**src/rtl/prbs_bu_pkg.sv**
```systemverilog
// Package: shared register map, field positions, command type and
// sequencer state encoding for the PRBS bring-up sequencer.
// Assumes a 16-bit register file addressed by 5 bits.
package prbs_bu_pkg;

    localparam int ADDR_W = 5;
    localparam int DATA_W = 16;

    // Register addresses the sequence depends on
    localparam logic [ADDR_W-1:0] A_CTRL   = 5'd0;
    localparam logic [ADDR_W-1:0] A_SERDES = 5'd1;
    localparam logic [ADDR_W-1:0] A_DRIVE  = 5'd2;
    localparam logic [ADDR_W-1:0] A_STAT   = 5'd5;
    localparam logic [ADDR_W-1:0] A_TEST   = 5'd7;
    localparam logic [ADDR_W-1:0] A_CDR    = 5'd8;
    localparam logic [ADDR_W-1:0] A_RXCTL  = 5'd20;

    // Status bit positions
    localparam int PLL_LOCK_BIT = 0;
    localparam int GAIN_LOCK_BIT = 13;

    // One bus operation: either plain read or read-modify-write
    typedef struct packed {
        logic              rd_only;
        logic [ADDR_W-1:0] addr;
        logic [DATA_W-1:0] mask;
        logic [DATA_W-1:0] value;
    } bus_cmd_t;

    typedef enum logic [3:0] {
        ST_IDLE, ST_SRST, ST_CFG_SER, ST_CFG_DRV, ST_CFG_CDR,
        ST_PLL_POLL, ST_RX_OFF, ST_RX_ON, ST_PAT_SEL, ST_GEN_ON,
        ST_GAIN_WAIT, ST_CDR_TRACK, ST_GAIN_POLL, ST_DP_RST
    } seq_state_e;

    // Pattern choice to select-field code; choice 3 is unused
    function automatic logic [2:0] pat_code(input logic [1:0] choice);
        case (choice)
            2'd0:    pat_code = 3'b101;
            2'd1:    pat_code = 3'b110;
            default: pat_code = 3'b111;
        endcase
    endfunction

endpackage

```
**src/rtl/prbs_bu_rmw.sv**
```systemverilog
// Module: read-modify-write bus engine. Takes a command while idle,
// reads the addressed register, then (unless read-only) writes back the
// read value with only the masked bits replaced. Assumes the target
// acknowledges each request with a one-cycle ack and drops ack before
// the next request is seen.
module prbs_bu_rmw
    import prbs_bu_pkg::*;
(
    input  logic              clk,
    input  logic              rst_n,
    input  logic              cmd_valid_i,
    input  bus_cmd_t          cmd_i,
    output logic              cmd_done_o,
    output logic              bus_req_o,
    output logic              bus_we_o,
    output logic [ADDR_W-1:0] bus_addr_o,
    output logic [DATA_W-1:0] bus_wdata_o,
    input  logic              bus_ack_i,
    input  logic [DATA_W-1:0] bus_rdata_i
);

    typedef enum logic [1:0] {E_IDLE, E_READ, E_WRITE} eng_state_e;

    eng_state_e        st_q;
    bus_cmd_t          cmd_q;
    logic [DATA_W-1:0] rd_q;

    // Engine state, command latch and read capture
    always_ff @(posedge clk) begin
        if (!rst_n) begin
            st_q  <= E_IDLE;
            cmd_q <= '0;
            rd_q  <= '0;
        end else begin
            case (st_q)
                E_IDLE: begin
                    if (cmd_valid_i) begin
                        cmd_q <= cmd_i;
                        st_q  <= E_READ;
                    end
                end
                E_READ: begin
                    if (bus_ack_i) begin
                        rd_q <= bus_rdata_i;
                        st_q <= cmd_q.rd_only ? E_IDLE : E_WRITE;
                    end
                end
                E_WRITE: begin
                    if (bus_ack_i) begin
                        st_q <= E_IDLE;
                    end
                end
                default: st_q <= E_IDLE;
            endcase
        end
    end

    // Bus drive and completion strobe
    always_comb begin
        bus_req_o   = (st_q != E_IDLE);
        bus_we_o    = (st_q == E_WRITE);
        bus_addr_o  = cmd_q.addr;
        bus_wdata_o = (rd_q & ~cmd_q.mask) | (cmd_q.value & cmd_q.mask);
        cmd_done_o  = bus_ack_i &&
                      ((st_q == E_WRITE) || ((st_q == E_READ) && cmd_q.rd_only));
    end

    // request held until acknowledged
    p_req_hold_r2: assert property (@(posedge clk) disable iff (!rst_n)
        (bus_req_o && !bus_ack_i) |=> bus_req_o);

    // address steady while a request is waiting
    p_addr_stable_r2: assert property (@(posedge clk) disable iff (!rst_n)
        (bus_req_o && !bus_ack_i) |=> $stable(bus_addr_o));

    // a write always follows an acknowledged read of the same address
    p_write_after_read_r2: assert property (@(posedge clk) disable iff (!rst_n)
        $rose(bus_we_o) |-> ($past(bus_req_o) && !$past(bus_we_o) && $past(bus_ack_i)));

endmodule

```
**src/rtl/prbs_bu_timer.sv**
```systemverilog
// Module: saturating wait timer. Counts cycles while run_i is high and
// flags expiry after LIMIT cycles; clears whenever run_i is low.
// Assumes LIMIT >= 1.
module prbs_bu_timer #(
    parameter int LIMIT = 250_000_000
) (
    input  logic clk,
    input  logic rst_n,
    input  logic run_i,
    output logic expired_o
);

    localparam int CNT_W = $clog2(LIMIT + 1);
    localparam logic [CNT_W-1:0] LIM_C = CNT_W'(LIMIT);

    logic [CNT_W-1:0] cnt_q;

    // Cycle counter, saturating at LIMIT
    always_ff @(posedge clk) begin
        if (!rst_n || !run_i) begin
            cnt_q <= '0;
        end else if (cnt_q != LIM_C) begin
            cnt_q <= cnt_q + 1'b1;
        end
    end

    assign expired_o = (cnt_q == LIM_C);

    // expiry only after the timer has been running
    p_expire_needs_run_r8: assert property (@(posedge clk) disable iff (!rst_n)
        $rose(expired_o) |-> $past(run_i));

    // counter never passes its limit
    p_cnt_bounded_r8: assert property (@(posedge clk) disable iff (!rst_n)
        cnt_q <= LIM_C);

endmodule

```
**src/rtl/prbs_bu_fsm.sv**
```systemverilog
// Module: step sequencer. Walks the fixed bring-up order, builds one bus
// command per step, evaluates lock bits on poll completions and owns
// busy/done/error. Assumes the engine accepts a command only when idle.
module prbs_bu_fsm
    import prbs_bu_pkg::*;
#(
    parameter int PLL_POLL_LIMIT  = 1000,
    parameter int GAIN_POLL_LIMIT = 1000,
    parameter int DP_RST_ADDR     = 0,
    parameter int DP_RST_BIT      = 3
) (
    input  logic       clk,
    input  logic       rst_n,
    input  logic       start_i,
    input  logic [1:0] pattern_i,
    input  logic       channel_i,
    input  logic [1:0] loop_bw_i,
    input  logic [3:0] pll_mult_i,
    input  logic [1:0] tx_rate_i,
    input  logic [1:0] rx_rate_i,
    input  logic [4:0] post_tap_i,
    input  logic [3:0] pre_tap_i,
    input  logic [3:0] swing_i,
    input  logic [2:0] eq_preset_i,
    input  logic       cmd_done_i,
    input  logic       pll_bit_i,
    input  logic       gain_bit_i,
    input  logic       wait_expired_i,
    output logic       cmd_valid_o,
    output bus_cmd_t   cmd_o,
    output logic       wait_run_o,
    output logic       busy_o,
    output logic       done_o,
    output logic       error_o,
    output logic       chan_o
);

    localparam int POLL_MAX = (PLL_POLL_LIMIT > GAIN_POLL_LIMIT) ?
                              PLL_POLL_LIMIT : GAIN_POLL_LIMIT;
    localparam int POLL_W = $clog2(POLL_MAX + 1);
    localparam logic [POLL_W-1:0] PLL_LAST  = POLL_W'(PLL_POLL_LIMIT - 1);
    localparam logic [POLL_W-1:0] GAIN_LAST = POLL_W'(GAIN_POLL_LIMIT - 1);
    localparam logic [ADDR_W-1:0] DP_ADDR   = ADDR_W'(DP_RST_ADDR);
    localparam logic [DATA_W-1:0] DP_MASK   = DATA_W'(1) << DP_RST_BIT;

    seq_state_e        st_q;
    logic [POLL_W-1:0] poll_q;
    logic              done_q, err_q, chan_q;
    logic [2:0]        code_q;
    logic [1:0]        lbw_q, txr_q, rxr_q;
    logic [3:0]        pllm_q, pre_q, swing_q;
    logic [4:0]        post_q;
    logic [2:0]        eq_q;
    logic              refuse;

    assign refuse = (tx_rate_i == 2'b11) || (pattern_i == 2'b11);

    // Step progression, poll accounting and result flags
    always_ff @(posedge clk) begin
        if (!rst_n) begin
            st_q    <= ST_IDLE;
            poll_q  <= '0;
            done_q  <= 1'b0;
            err_q   <= 1'b0;
            chan_q  <= 1'b0;
            code_q  <= '0;
            lbw_q   <= '0;
            txr_q   <= '0;
            rxr_q   <= '0;
            pllm_q  <= '0;
            pre_q   <= '0;
            swing_q <= '0;
            post_q  <= '0;
            eq_q    <= '0;
        end else begin
            case (st_q)
                ST_IDLE: begin
                    if (start_i) begin
                        done_q <= 1'b0;
                        err_q  <= refuse;
                        poll_q <= '0;
                        if (!refuse) begin
                            chan_q  <= channel_i;
                            code_q  <= pat_code(pattern_i);
                            lbw_q   <= loop_bw_i;
                            txr_q   <= tx_rate_i;
                            rxr_q   <= rx_rate_i;
                            pllm_q  <= pll_mult_i;
                            pre_q   <= pre_tap_i;
                            swing_q <= swing_i;
                            post_q  <= post_tap_i;
                            eq_q    <= eq_preset_i;
                            st_q    <= ST_SRST;
                        end
                    end
                end
                ST_SRST:      if (cmd_done_i) st_q <= ST_CFG_SER;
                ST_CFG_SER:   if (cmd_done_i) st_q <= ST_CFG_DRV;
                ST_CFG_DRV:   if (cmd_done_i) st_q <= ST_CFG_CDR;
                ST_CFG_CDR:   if (cmd_done_i) st_q <= ST_PLL_POLL;
                ST_PLL_POLL: begin
                    if (cmd_done_i) begin
                        if (pll_bit_i) begin
                            poll_q <= '0;
                            st_q   <= ST_RX_OFF;
                        end else if (poll_q == PLL_LAST) begin
                            err_q <= 1'b1;
                            st_q  <= ST_IDLE;
                        end else begin
                            poll_q <= poll_q + 1'b1;
                        end
                    end
                end
                ST_RX_OFF:    if (cmd_done_i) st_q <= ST_RX_ON;
                ST_RX_ON:     if (cmd_done_i) st_q <= ST_PAT_SEL;
                ST_PAT_SEL:   if (cmd_done_i) st_q <= ST_GEN_ON;
                ST_GEN_ON:    if (cmd_done_i) st_q <= ST_GAIN_WAIT;
                ST_GAIN_WAIT: begin
                    if (cmd_done_i && (gain_bit_i || wait_expired_i)) begin
                        st_q <= ST_CDR_TRACK;
                    end
                end
                ST_CDR_TRACK: if (cmd_done_i) st_q <= ST_GAIN_POLL;
                ST_GAIN_POLL: begin
                    if (cmd_done_i) begin
                        if (gain_bit_i) begin
                            poll_q <= '0;
                            st_q   <= ST_DP_RST;
                        end else if (poll_q == GAIN_LAST) begin
                            err_q <= 1'b1;
                            st_q  <= ST_IDLE;
                        end else begin
                            poll_q <= poll_q + 1'b1;
                        end
                    end
                end
                ST_DP_RST: begin
                    if (cmd_done_i) begin
                        done_q <= 1'b1;
                        st_q   <= ST_IDLE;
                    end
                end
                default: st_q <= ST_IDLE;
            endcase
        end
    end

    // Command for the current step
    always_comb begin
        cmd_o = '0;
        case (st_q)
            ST_SRST: begin
                cmd_o.addr  = A_CTRL;
                cmd_o.mask  = 16'h8000;
                cmd_o.value = 16'h8000;
            end
            ST_CFG_SER: begin
                cmd_o.addr  = A_SERDES;
                cmd_o.mask  = 16'h03FF;
                cmd_o.value = {6'b0, lbw_q, txr_q, rxr_q, pllm_q};
            end
            ST_CFG_DRV: begin
                cmd_o.addr  = A_DRIVE;
                cmd_o.mask  = 16'h1FFF;
                cmd_o.value = {3'b0, post_q, pre_q, swing_q};
            end
            ST_CFG_CDR: begin
                cmd_o.addr  = A_CDR;
                cmd_o.mask  = 16'h7F00;
                cmd_o.value = {1'b0, eq_q, 2'b01, 2'b00, 8'h00};
            end
            ST_PLL_POLL, ST_GAIN_WAIT, ST_GAIN_POLL: begin
                cmd_o.rd_only = 1'b1;
                cmd_o.addr    = A_STAT;
            end
            ST_RX_OFF: begin
                cmd_o.addr  = A_RXCTL;
                cmd_o.mask  = 16'h0004;
                cmd_o.value = 16'h0000;
            end
            ST_RX_ON: begin
                cmd_o.addr  = A_RXCTL;
                cmd_o.mask  = 16'h0004;
                cmd_o.value = 16'h0004;
            end
            ST_PAT_SEL: begin
                cmd_o.addr  = A_TEST;
                cmd_o.mask  = 16'h0700;
                cmd_o.value = {5'b0, code_q, 8'h00};
            end
            ST_GEN_ON: begin
                cmd_o.addr  = A_TEST;
                cmd_o.mask  = 16'h2000;
                cmd_o.value = 16'h2000;
            end
            ST_CDR_TRACK: begin
                cmd_o.addr  = A_CDR;
                cmd_o.mask  = 16'h0300;
                cmd_o.value = 16'h0100;
            end
            ST_DP_RST: begin
                cmd_o.addr  = DP_ADDR;
                cmd_o.mask  = DP_MASK;
                cmd_o.value = DP_MASK;
            end
            default: cmd_o = '0;
        endcase
    end

    assign cmd_valid_o = (st_q != ST_IDLE);
    assign wait_run_o  = (st_q == ST_GAIN_WAIT);
    assign busy_o      = (st_q != ST_IDLE);
    assign done_o      = done_q;
    assign error_o     = err_q;
    assign chan_o      = chan_q;

    // eighth-rate request refused next cycle, sequence not entered
    p_tx8_refused_r10: assert property (@(posedge clk) disable iff (!rst_n)
        (start_i && !busy_o && tx_rate_i == 2'b11) |=> (error_o && !busy_o));

    // unused pattern choice refused
    p_badpat_refused_r7: assert property (@(posedge clk) disable iff (!rst_n)
        (start_i && !busy_o && pattern_i == 2'b11) |=> (error_o && !busy_o));

    // completion and activity are exclusive
    p_done_busy_excl_r11: assert property (@(posedge clk) disable iff (!rst_n)
        !(done_o && busy_o));

    // never both success and failure
    p_done_err_excl_r11: assert property (@(posedge clk) disable iff (!rst_n)
        !(done_o && error_o));

    // channel held steady through a run
    p_chan_steady_r11: assert property (@(posedge clk) disable iff (!rst_n)
        ($past(busy_o) && busy_o) |-> $stable(chan_o));

endmodule

```
**src/rtl/prbs_bringup_seq.sv**
```systemverilog
// Module: top of the PRBS loopback bring-up sequencer. Joins the step
// sequencer, the read-modify-write bus engine and the gain-wait timer.
// Assumes a register target that answers every request with one ack.
module prbs_bringup_seq
    import prbs_bu_pkg::*;
#(
    parameter int UI_TIMEOUT_CYCLES = 250_000_000,
    parameter int PLL_POLL_LIMIT    = 1000,
    parameter int GAIN_POLL_LIMIT   = 1000,
    parameter int DP_RST_ADDR       = 0,
    parameter int DP_RST_BIT        = 3
) (
    input  logic        clk,
    input  logic        rst_n,
    input  logic        start_i,
    input  logic [1:0]  pattern_i,
    input  logic        channel_i,
    input  logic [1:0]  loop_bw_i,
    input  logic [3:0]  pll_mult_i,
    input  logic [1:0]  tx_rate_i,
    input  logic [1:0]  rx_rate_i,
    input  logic [4:0]  post_tap_i,
    input  logic [3:0]  pre_tap_i,
    input  logic [3:0]  swing_i,
    input  logic [2:0]  eq_preset_i,
    output logic        busy_o,
    output logic        done_o,
    output logic        error_o,
    output logic        chan_o,
    output logic        bus_req_o,
    output logic        bus_we_o,
    output logic [4:0]  bus_addr_o,
    output logic [15:0] bus_wdata_o,
    input  logic        bus_ack_i,
    input  logic [15:0] bus_rdata_i
);

    logic     cmd_valid, cmd_done, wait_run, wait_expired;
    bus_cmd_t cmd;

    prbs_bu_fsm #(
        .PLL_POLL_LIMIT (PLL_POLL_LIMIT),
        .GAIN_POLL_LIMIT(GAIN_POLL_LIMIT),
        .DP_RST_ADDR    (DP_RST_ADDR),
        .DP_RST_BIT     (DP_RST_BIT)
    ) u_fsm (
        .clk           (clk),
        .rst_n         (rst_n),
        .start_i       (start_i),
        .pattern_i     (pattern_i),
        .channel_i     (channel_i),
        .loop_bw_i     (loop_bw_i),
        .pll_mult_i    (pll_mult_i),
        .tx_rate_i     (tx_rate_i),
        .rx_rate_i     (rx_rate_i),
        .post_tap_i    (post_tap_i),
        .pre_tap_i     (pre_tap_i),
        .swing_i       (swing_i),
        .eq_preset_i   (eq_preset_i),
        .cmd_done_i    (cmd_done),
        .pll_bit_i     (bus_rdata_i[PLL_LOCK_BIT]),
        .gain_bit_i    (bus_rdata_i[GAIN_LOCK_BIT]),
        .wait_expired_i(wait_expired),
        .cmd_valid_o   (cmd_valid),
        .cmd_o         (cmd),
        .wait_run_o    (wait_run),
        .busy_o        (busy_o),
        .done_o        (done_o),
        .error_o       (error_o),
        .chan_o        (chan_o)
    );

    prbs_bu_rmw u_rmw (
        .clk        (clk),
        .rst_n      (rst_n),
        .cmd_valid_i(cmd_valid),
        .cmd_i      (cmd),
        .cmd_done_o (cmd_done),
        .bus_req_o  (bus_req_o),
        .bus_we_o   (bus_we_o),
        .bus_addr_o (bus_addr_o),
        .bus_wdata_o(bus_wdata_o),
        .bus_ack_i  (bus_ack_i),
        .bus_rdata_i(bus_rdata_i)
    );

    prbs_bu_timer #(
        .LIMIT(UI_TIMEOUT_CYCLES)
    ) u_timer (
        .clk      (clk),
        .rst_n    (rst_n),
        .run_i    (wait_run),
        .expired_o(wait_expired)
    );

    // no bus request while idle
    p_idle_quiet_r1: assert property (@(posedge clk) disable iff (!rst_n)
        !busy_o |-> !bus_req_o);

endmodule

```
**config.mk**
```make
export PLATFORM = sky130hd
export DESIGN_NAME = prbs_bringup_seq
export DESIGN_NICKNAME = d
export VERILOG_FILES = /design/src/rtl/prbs_bu_pkg.sv /design/src/rtl/prbs_bu_rmw.sv /design/src/rtl/prbs_bu_timer.sv /design/src/rtl/prbs_bu_fsm.sv /design/src/rtl/prbs_bringup_seq.sv
export SDC_FILE = /design/constraint.sdc
export NUM_CORES = 1
export LEC_CHECK = 0
export BUFFER_PORTS_ARGS = -buffer_cell sky130_fd_sc_hd__buf_4
export CAP_MARGIN = 20
export CORE_MARGIN = 1
export CORE_UTILIZATION = 44
export CTS_CLUSTER_SIZE = 8
export DETAILED_ROUTE_END_ITERATION = 12
export GPL_ROUTABILITY_DRIVEN = 0
export GPL_TIMING_DRIVEN = 0
export PLACE_DENSITY = 0.74
export SLEW_MARGIN = 5
export SYNTH_ARGS = -nofsm -noshare
export SYNTH_HDL_FRONTEND = slang
export SYNTH_SLANG_ARGS = --single-unit
export TNS_END_PERCENT = 100
```
**constraint.sdc**
```tcl
create_clock -name clk -period 2.2 [get_ports clk]
set_input_delay 0.22 -clock clk [delete_from_list [all_inputs] [get_ports clk]]
set_output_delay 0.22 -clock clk [all_outputs]
set_load 0.03 [all_outputs]
```
After elaboration in Yosys (flattened, before gate mapping)

Index checks and enable logic that the tools add are counted.

Register bits: 130
Output and inout port bits: 27
Input bits: 49

Reduce and logical (&&, ||, !) cells: 28
Multiplexer cells: 45
$add $sub $neg: 2
Equality and inequality tests: 41
Bitwise operators: 5

Operator list:

| operator              | count |
|---|---|
| $pmux 32 s10          | 1 |
| $mux 4                | 18 |
| $mux 10               | 6 |
| $pmux 4 s14           | 1 |
| $and 16x16->16        | 2 |
| $pmux 10 s3           | 1 |
| $pmux 5 s6            | 1 |
| $add 28x1->28 const B | 1 |
| $eq 28x28->1 const B  | 1 |
| $ne 28x28->1 const B  | 1 |
| $ne 2x1->1 const B    | 13 |
| $eq 4x4->1 const B    | 6 |
| $eq 4x3->1 const B    | 4 |
| $not 16->16           | 1 |
| $or 16x16->16         | 1 |
| $reduce_and 15->1     | 1 |
| $ne 2x2->1 const B    | 7 |
| $add 10x1->10 const B | 1 |
| $eq 10x10->1 const B  | 1 |
| $mux 1                | 9 |
| $reduce_and 3->1      | 3 |
| $eq 4x2->1 const B    | 2 |
| $mux 2                | 4 |
| $eq 2x2->1 const B    | 3 |
| 20 further kinds      | 32 |

Longest topological paths before layout

Gate-level depths: netlist of run 1.

Depth after elaboration: 7
Gate-level depth with buffers: 7

By module

Synthesis of run 1 repeated with hierarchy kept, for this count alone.

Cells, all modules: 796
Area total of the unflattened synthesis: 6617.6 um2

By module, submodules not included:

| module        | times used | sequential area each (um2) | cells each | area an instance (um2) |
|---|---|---|---|---|
| prbs_bu_fsm   | 1          | 920.9                      | 357        | 2708.8 |
| prbs_bu_rmw   | 1          | 1121.1                     | 270        | 2503.7 |
| prbs_bu_timer | 1          | 560.5                      | 169        | 1405.1 |

Least setup slack after synthesis of run 1

No wires, ideal clock.

Path kind: register -> register
From: register u_rmw.st_q[1]
To: register u_fsm.err_q, in the netlist u_fsm.error_o
Path slack: 310 ps
Arrival time: 1787 ps
Period minus slack after synthesis: 1890 ps
Cell stages (with the launch flop): 6
Path through: dfxtp_1 -> nor2b_1 -> o221ai_2 -> and2_1 -> buf_6 -> a2111oi_2

Elaborated cells on any way between the ends: 8

RTL lines:

| element                             | RTL line               | text |
|---|---|---|
| start, declared                     | prbs_bu_rmw.sv:24      | `eng_state_e st_q;` |
| start signal, assigned              | prbs_bu_rmw.sv:45      | `st_q <= cmd_q.rd_only ? E_IDLE : E_WRITE;` |
| $eq 2x2->1 *                        | -                      |  |
| named net bus_we_o                  | prbs_bringup_seq.sv:31 | `output logic bus_we_o,` |
| $logic_or 1x1->1 *                  | prbs_bu_rmw.sv:65      | `((st_q == E_WRITE) \|\| ((st_q == E_READ) && cmd_q.rd_only));` |
| $logic_and 1x1->1 *                 | prbs_bu_rmw.sv:64      | `cmd_done_o = bus_ack_i &&` |
| $ne 2x1->1 (no source line)         | -                      |  |
| $reduce_and 6->1 (no source line) * | -                      |  |
| end signal, assigned                | prbs_bu_fsm.sv:80      | `err_q <= refuse;` |
| end, declared                       | prbs_bu_fsm.sv:48      | `logic done_q, err_q, chan_q;` |

The timed path passes the listed nets; every way through them passes the cells marked *.
A chain may end at the register's enable or synchronous reset.

Worst setup path in the final report of run 1

From: register u_fsm.st_q[1]
To: register u_rmw.cmd_q[9] (netlist bit)

Cells in the longest elaborated chain, start to end: 2
Elaborated cells on any way between the ends: 13

Ends and longest elaborated chain:

| element                                          | RTL line           | text |
|---|---|---|
| start, declared                                  | prbs_bu_fsm.sv:46  | `seq_state_e st_q;` |
| start signal, assigned                           | prbs_bu_fsm.sv:61  | `st_q <= ST_IDLE;` |
| start signal, assigned                           | prbs_bu_fsm.sv:93  | `st_q <= ST_SRST;` |
| start signal, assigned                           | prbs_bu_fsm.sv:97  | `ST_SRST: if (cmd_done_i) st_q <= ST_CFG_SER;` |
| $eq 4x4->1 (tied with other cells)               | prbs_bu_fsm.sv:151 | `case (st_q)` |
| $pmux 32 s10 or $reduce_and 2->1 (tied branches) | -                  |  |
| end signal, assigned                             | prbs_bu_rmw.sv:38  | `cmd_q <= cmd_i;` |
| end, declared                                    | prbs_bu_rmw.sv:25  | `bus_cmd_t cmd_q;` |

Parallel ways exist; a longest one is shown, timed or not.

==> out/summary.md, run 1 <==
## Routing
* 6.60 mm — routed wire length on met2
* 0 — DRT antenna net count
* 381 — detailed router's first-iteration violation count
* 0 — residual DRC count
* met4 — uppermost layer routed
* 5 — Detailed Routing Iterations Pass 1
* 6.98 mm — routed length on met1
* 1.30 mm — wire length on met3
* 5.54 — Via density
* 5410 — vias after detailed routing
* 15.5 um — post-DR wirelength/cell
* 15.1 mm — final WL

## Setup path
* 10 — highest fanout seen on the critical path
* reg2reg — critical path start-end classification
* 2.51 ns — required time at the endpoint of the critical path
* flip-flop — Critical Path End Type
* 2.39 ns — arrival time worst endpoint
* flip-flop — startpoint type of the worst setup path

## Floorplanning
* 13400 sq um — die outline area
* 41 — Placement Rows
* 76 — count of boundary I/O pins
* 12600 sq um — core region area
* 116 um — Die Height
* 45.0% — starting density of the core
* 116 um — die span in x

## Timing
* no — RSZ-0062 raised after global routing
* 0 — endpoints failing setup
* 0.871 ns — slew at the pin with the worst max-slew slack
* 0 ns — setup TNS
* 41.9% — headroom to the max-slew limit
* 0 — final-report hold violation count
* 94.4% — post-route fraction of the period consumed by the critical path
* 0.0170 ns — worst clock skew
* 0.123 ns — final critical-path setup slack
* 0 — max-slew violation total from the final report
* 2.08 ns — minimum clock period
* 482 MHz — Fmax

## Synthesis
* 3.70% — mux contribution to synthesized area
* 0% — FFs w/ async S/R, synth
* 122 — post-synthesis register bit count
* 17.7% — compound-gate portion of the synthesized area
* dfxtp_1 43%, nand2_1 8.5%, a21oi_1 7.3% — leading cell types by total area after synthesis
* 5680 sq um — netlist area before placement
* dfxtp_1 — library cell with the largest summed area after synthesis
* 3.70% — share of the synthesized netlist area taken by xor and xnor gates
* 0.836% — fraction of the mapped netlist area in adder cells
* 0 — total number of yosys warnings
* 69 — number of distinct library cells after synthesis
* 43.0% — Seq/Total Area, Yosys
* 0 — number of flops mapped to enable cells by yosys
* 43.0% — proportion of netlist area held by the largest area contributor
* 700 — synthesized instance count
* 8.12 sq um — Mean Syn Cell Area
* 25.9% — simple-gate area share of the yosys netlist
* simple AND/OR/NAND/NOR gates — main combinational cell family by area after synthesis
* 752 — Synthesized Nets
* dfxtp_1 — most common flop cell mapped by yosys

## Power
* 2.63 nW — Leakage Power
* 2.60 mW — Psw
* 4.95 mW — internal power
* 1070 nW/um^2 — power density relative to cell area
* 34.6% — sequential share of power
* 34.5% — Switching Fraction
* 35.0% — clock power share
* 0.000557 V — highest ir drop seen on vdd
* 30.4% — portion of total power attributed to combinational logic
* 7.55 mW — total power consumption of the routed design

## Finish
* nand2_1 — most frequent standard cell in the layout excluding fill and tap cells
* 19.8% — layout cells sized above 1
* 128 x nand2_1, 122 x dfxtp_1, 84 x buf_4, 83 x a21oi_1, 59 x nor2_1 — leading cell types in the layout, fill and taps excluded
* 2960 sq um — footprint of the multi-input gates
* 0 — Antenna Diode Count
* 2440 sq um — sequential cell area
* 846 — number of nets in the layout
* 23.8% — area growth from synthesis to final layout
* 1230 — Filler cells

## Clock network
* 17 — number of buffers created by CTS
* clkbuf_16 — cell at the root of the clock tree
* 0.05 ns — clock slew at reported path FFs
* yes — clock tree from TritonCTS
* 0 — hold buffer count at cts
* 122 — number of sinks on the clock net
* 2 — maximum number of buffers from clock root to sink
* 4 — Max H-tree Level
* 0.43 ns — clock latency of the later-clocked register in the worst-skew pair

## Global route
* 0 — grt ovf
* 0 — antenna violations before repair
* 24.7 mm — first-pass GRT wire length
* 4988 — vias in the first global route
* 17 — maximum number of pins on one net before global-route repair
* 24.0% — aggregate global-route resource usage

## Flow run
* 0 — Max-Cap Viols

## Status
* finished clean — run status

## Placement
* 75 — number of input and output port buffers inserted
* 10.8 mm — HPWL after detailed placement
* 0.0345 ns — Setup WS pre-CTS

## Hold path
* in2reg — Tightest Hold Check Type

==> worst max-delay path, stage by stage, from the launching register on <==
cell	delay, ns
dfxtp_1	0.33
buf_2	0.20
nor4_4	0.42
inv_1	0.25
nand2_2	0.24
buf_2	0.30
nand3_1	0.12
o41ai_1	0.09
==> worst paths after layout <==
path	slack, ns	cells past startpoint	startpoint	to
min reg2reg	0.45	2	u_rmw.rd_q[15]$_SDFFE_PN0P_	u_rmw.rd_q[15]$_SDFFE_PN0P_
min	0.04	3	bus_rdata_i[15]	u_rmw.rd_q[15]$_SDFFE_PN0P_
max	0.12	7	u_fsm.st_q[1]$_SDFFE_PN0P_	u_rmw.cmd_q[9]$_SDFFE_PN0P_
max reg2reg	0.12	7	u_fsm.st_q[1]$_SDFFE_PN0P_	u_rmw.cmd_q[9]$_SDFFE_PN0P_
==> state kept, by name (all words and copies together), names as in the netlist, 2 cells and up <==
signal            cells
u_fsm.eq_q            3
u_fsm.swing_q         4
u_fsm.post_q          5
u_fsm.pllm_q          4
u_rmw.bus_addr_o      5
u_fsm.pre_q           4
u_fsm.st_q            4
u_rmw.rd_q           16
u_rmw.cmd_q          25
u_rmw.st_q            2
u_fsm.code_q          3
u_fsm.rxr_q           2
u_fsm.txr_q           2
u_fsm.lbw_q           2
u_fsm.poll_q         10
u_timer.cnt_q        28
==> layout make-up <==
class,count,share of cell area [%]
Timing Repair Buffer,75,8.00
Buffer,50,3.50
Tap cell,172,3.06
Sequential cell,122,34.7
Clock inverter,9,1.42
Clock buffer,20,6.49
Inverter,13,0.693
Multi-Input combinational cell,515,42.1
==> kinds of logic after synthesis <==
kind of cell | Yosys count
and+or+nand+nor | 303
AOI/OAI and AO/OA | 165
DFF | 122
buffers and inverters | 63
xor gates and xnor gates | 24
muxes | 19
adders and majority gates | 4
==> repair_timing <==
item	CTS	global route
gates resized for setup	0	3
buffers inserted	0	0
setup endpoints to repair	0	7
==> power by group through the flow <==
stage	clock (mW)	combinational, mW	sequential [mW]
after floorplan	0	1.56	2.62
after global placement	0	2.22	2.65
after detailed placement	0	2.23	2.65
after CTS	2.68	2.24	2.61
after global routing	2.79	2.49	2.64
final	2.64	2.30	2.61
==> Yosys cell counts, drive strengths merged (7+ instances only) <==
library cell,instances
a21oi,83
a22oi,10
and3,13
buf,26
clkbuf,24
dfxtp,122
inv,12
mux2,16
nand2,129
nand2b,7
nand3,20
nand4,13
nor2,61
nor3,13
o21ai,24
or3,11
xor2,20
==> per-stage QoR <==
| step | std cells | hold slack (ns) | area, sq um | utilization [%] |
|---|---|---|---|---|
| final | 976 | 0.0449 | 7040 | 55.8 |
| after global routing | 976 | 0.0451 | 7040 | 55.8 |
| after CTS | 976 | 0.0397 | 7020 | 55.6 |
| after detailed placement | 947 | 0.446 | 6460 | 51.2 |
| after global placement | 947 | 0.440 | 6460 | 51.2 |
| after floorplan | 700 | 0.356 | 5680 | - |
==> routing by layer <==
layer	up-vias	track usage [%]
li1	2654	-
met5	-	0
met3	25	7.43
met2	226	35.7
met1	2505	32.9
met4	0	8.21
Note: power is estimated with default switching activity, not from simulation.
==> inputs of run 2 (changes only) <==
--- a/config.mk
+++ b/config.mk
@@ -5,6 +5,7 @@
 export SDC_FILE = /design/constraint.sdc
 export NUM_CORES = 1
 export LEC_CHECK = 0
+export ABC_AREA = 1
 export BUFFER_PORTS_ARGS = -buffer_cell sky130_fd_sc_hd__buf_4
 export CAP_MARGIN = 20
 export CORE_MARGIN = 1
==> out/summary.md, run 2 <==
## Status
* finished clean — run status, unchanged

## Finish
* u_timer.cnt_q x28, u_rmw.cmd_q x25, u_rmw.rd_q x16 — largest registers, unchanged
* 0 — Antenna Diode Count, unchanged
* 193 x nand2_1, 122 x dfxtp_1, 109 x nor2_1, 88 x inv_1, 88 x o21ai_0 — leading cell types in the layout, fill and taps excluded, was 128 x nand2_1, 122 x dfxtp_1, 84 x buf_4, 83 x a21oi_1, 59 x nor2_1
* u_timer.cnt_q — register bank with the most flops, unchanged
* nand2_1 — most frequent standard cell in the layout excluding fill and tap cells, unchanged
* 18.0% — layout cells sized above 1, was 19.8%
* 994 — number of nets in the layout, was 846
* 23.5% — area growth from synthesis to final layout, was 23.8%
* 28 — flip-flop count of the largest register after layout, unchanged

## Setup path
* 0.39 ns — longest individual stage delay on the worst path, was 0.42 ns
* reg2reg — critical path start-end classification, unchanged
* u_timer.cnt_q[0]$_SDFFE_PP0N_ — reg-to-reg critical path startpoint, was u_fsm.st_q[1]$_SDFFE_PN0P_
* 2.28 ns — arrival time worst endpoint, was 2.39 ns
* u_timer.cnt_q[0]$_SDFFE_PP0N_ — source of the critical timing path, was u_fsm.st_q[1]$_SDFFE_PN0P_
* dfxtp_1 — slowest stage cell, crit path, was nor4_4
* 1 — number of buffer and inverter stages on the critical path, was 3
* ha_1, nand3_2, inv_2, nand2_1, nor2_2, nand4_2, nor2_1, a21oi_1, nor3b_1 — cells along the critical path, was buf_2, nor4_4, inv_1, nand2_2, buf_2, nand3_1, o41ai_1
* simple AND/OR/NAND/NOR gates — cell family contributing the most delay on the critical path, unchanged
* flip-flop — startpoint type of the worst setup path, unchanged
* 2.52 ns — required time at the endpoint of the critical path, was 2.51 ns
* 7 — highest fanout seen on the critical path, was 10
* flip-flop — Critical Path End Type, unchanged

## Clock network
* 17 — number of buffers created by CTS, unchanged
* 1 — hold buffer count at cts, was 0
* 0.42 ns — clock latency of the later-clocked register in the worst-skew pair, was 0.43 ns
* 0.06 ns — clock slew at reported path FFs, was 0.05 ns
* 2 — maximum number of buffers from clock root to sink, unchanged
* 0 — Gates resized, CTS repair, unchanged
* yes — clock tree from TritonCTS, unchanged
* clkbuf_16 — cell at the root of the clock tree, unchanged
* 4 — Max H-tree Level, unchanged
* 122 — number of sinks on the clock net, unchanged
* 0 — post-CTS setup repair buffer count, unchanged

## Synthesis
* dfxtp_1 — most common flop cell mapped by yosys, unchanged
* 46 — number of distinct library cells after synthesis, was 69
* 5780 sq um — netlist area before placement, was 5680 sq um
* 847 — synthesized instance count, was 700
* 6.82 sq um — Mean Syn Cell Area, was 8.12 sq um
* 42.3% — Seq/Total Area, Yosys, was 43.0%
* dfxtp_1 — library cell with the largest summed area after synthesis, unchanged
* 0 — total number of yosys warnings, unchanged
* 0% — FFs w/ async S/R, synth, unchanged
* 899 — Synthesized Nets, was 752
* 193 x nand2_1, 122 x dfxtp_1, 109 x nor2_1 — most numerous cell types in the synthesized netlist, was 128 x nand2_1, 122 x dfxtp_1, 83 x a21oi_1
* dfxtp_1 42%, nand2_1 13%, o21ai_0 7.6% — leading cell types by total area after synthesis, was dfxtp_1 43%, nand2_1 8.5%, a21oi_1 7.3%
* 42.3% — proportion of netlist area held by the largest area contributor, was 43.0%
* 0 — number of flops mapped to enable cells by yosys, unchanged
* 122 — post-synthesis register bit count, unchanged
* nand2_1 — most used standard cell by instance count after synthesis, unchanged

## Hold path
* pll_mult_i[0] — hold_sp, was bus_rdata_i[15]
* in2reg — Tightest Hold Check Type, unchanged

## Placement
* 11.0 mm — HPWL after detailed placement, was 10.8 mm
* 75 — number of input and output port buffers inserted, unchanged

## Global route
* 0 — antenna violations before repair, unchanged
* 23.1% — aggregate global-route resource usage, was 24.0%
* 5193 — vias in the first global route, was 4988
* 6.23% — met3 track utilization from global routing, was 7.43%
* met2 — global-route layer with the greatest usage, unchanged
* 24.1 mm — first-pass GRT wire length, was 24.7 mm
* 0 — grt ovf, unchanged
* 17 — maximum number of pins on one net before global-route repair, unchanged
* 29.5% — met1 Use GR, was 32.9%
* 37.0% — GRT met2 Usage, was 35.7%

## Floorplanning
* 12700 sq um — core region area, was 12600 sq um
* 41 — Placement Rows, unchanged
* 76 — count of boundary I/O pins, unchanged
* 117 um — Die Height, was 116 um
* 117 um — die span in x, was 116 um
* 45.4% — starting density of the core, was 45.0%
* 13600 sq um — die outline area, was 13400 sq um

## Routing
* 0 — DRT antenna net count, unchanged
* 320 — detailed router's first-iteration violation count, was 381
* 5.09 — Via density, was 5.54
* 5 — Detailed Routing Iterations Pass 1, unchanged
* 5739 — vias after detailed routing, was 5410
* 13.2 um — post-DR wirelength/cell, was 15.5 um
* 14.8 mm — final WL, was 15.1 mm
* 0 — residual DRC count, unchanged

## Flow run
* 0 — Max-Cap Viols, unchanged

## Power
* 0.000736 V — highest ir drop seen on vdd, was 0.000557 V
* 7.19 mW — total power consumption of the routed design, was 7.55 mW
* 2.85 nW — Leakage Power, was 2.63 nW
* 1010 nW/um^2 — power density relative to cell area, was 1070 nW/um^2

## Timing
* 60.8% — headroom to the max-slew limit, was 41.9%
* 0 — endpoints failing setup, unchanged
* 0 ns — setup TNS, unchanged
* 0.00648 ns — worst clock skew, was 0.0170 ns
* 0.586 ns — slew at the pin with the worst max-slew slack, was 0.871 ns
* no — RSZ-0062 raised after global routing, unchanged
* 1.95 ns — minimum clock period, was 2.08 ns
* 0 — max-slew violation total from the final report, unchanged
* 88.7% — post-route fraction of the period consumed by the critical path, was 94.4%
* 512 MHz — Fmax, was 482 MHz
* 0 — final-report hold violation count, unchanged

## run 2: power by group
part           total, mW  switching [mW]  leakage (nW)  internal [mW]
sequential          2.67           0.174         0.991           2.49
combinational       1.89            1.28          1.58          0.619
clock               2.63           0.991         0.272           1.64
total               7.19            2.44          2.85           4.75
## run 2: logic make-up after synthesis
| family | share of synthesized area [%] |
|---|---|
| and+or+nand+nor | 29.2 |
| AOI/OAI and AO/OA | 18.0 |
| adders and majority gates | 0.650 |
| xor gates and xnor gates | 0.303 |
| DFF | 42.3 |
| buffers and inverters | 9.66 |
## run 2: layout make-up
type	instances	area [sq um]
fill	1244	5590
multi-input combinational	588	2780
sequential	122	2440
timing repair buffer	76	573
clock buffer	22	474
inverter	107	404
tap	172	215
buffer	30	154
clock inverter	10	93.8
## run 2: worst reg2reg max path: stages (launching register included)
cell and delay (ns):
dfxtp_1 0.39, ha_1 0.20, nand3_2 0.16, inv_2 0.08, nand2_1 0.15, nor2_2 0.18, nand4_2 0.17, nor2_1 0.23
a21oi_1 0.10, nor3b_1 0.20
## run 2: final timing paths
path	endpoint	slack (ns)	depth (start not counted)
worst max-delay path	u_timer.cnt_q[26]$_SDFFE_PP0N_	0.25	9
worst min-delay path	u_fsm.pllm_q[0]$_SDFFE_PN0P_	0.05	3
worst max register to register	u_timer.cnt_q[26]$_SDFFE_PP0N_	0.25	9
worst min register to register	u_rmw.rd_q[15]$_SDFFE_PN0P_	0.44	2
## run 2: layer usage
metal | vias to the layer above | wire, um
li1 | 2932 | -
met1 | 2620 | 6850
met2 | 165 | 6870
met3 | 22 | 812
met4 | 0 | 305
met5 | - | 0
## run 2: per-stage QoR
step	cell area [sq um]	setup WS [ns]	hold slack, ns	utilization (%)	std cells
6_report	7130	0.248	0.0543	56.1	1127
5_1_grt	7130	0.0686	0.0571	56.1	1127
4_1_cts	7130	0.308	0.0483	56.1	1127
3_5_place_dp	6560	0.304	0.435	51.5	1094
3_3_place_gp	6560	0.337	0.431	51.5	1094
2_1_floorplan	5780	0.372	0.328	-	847
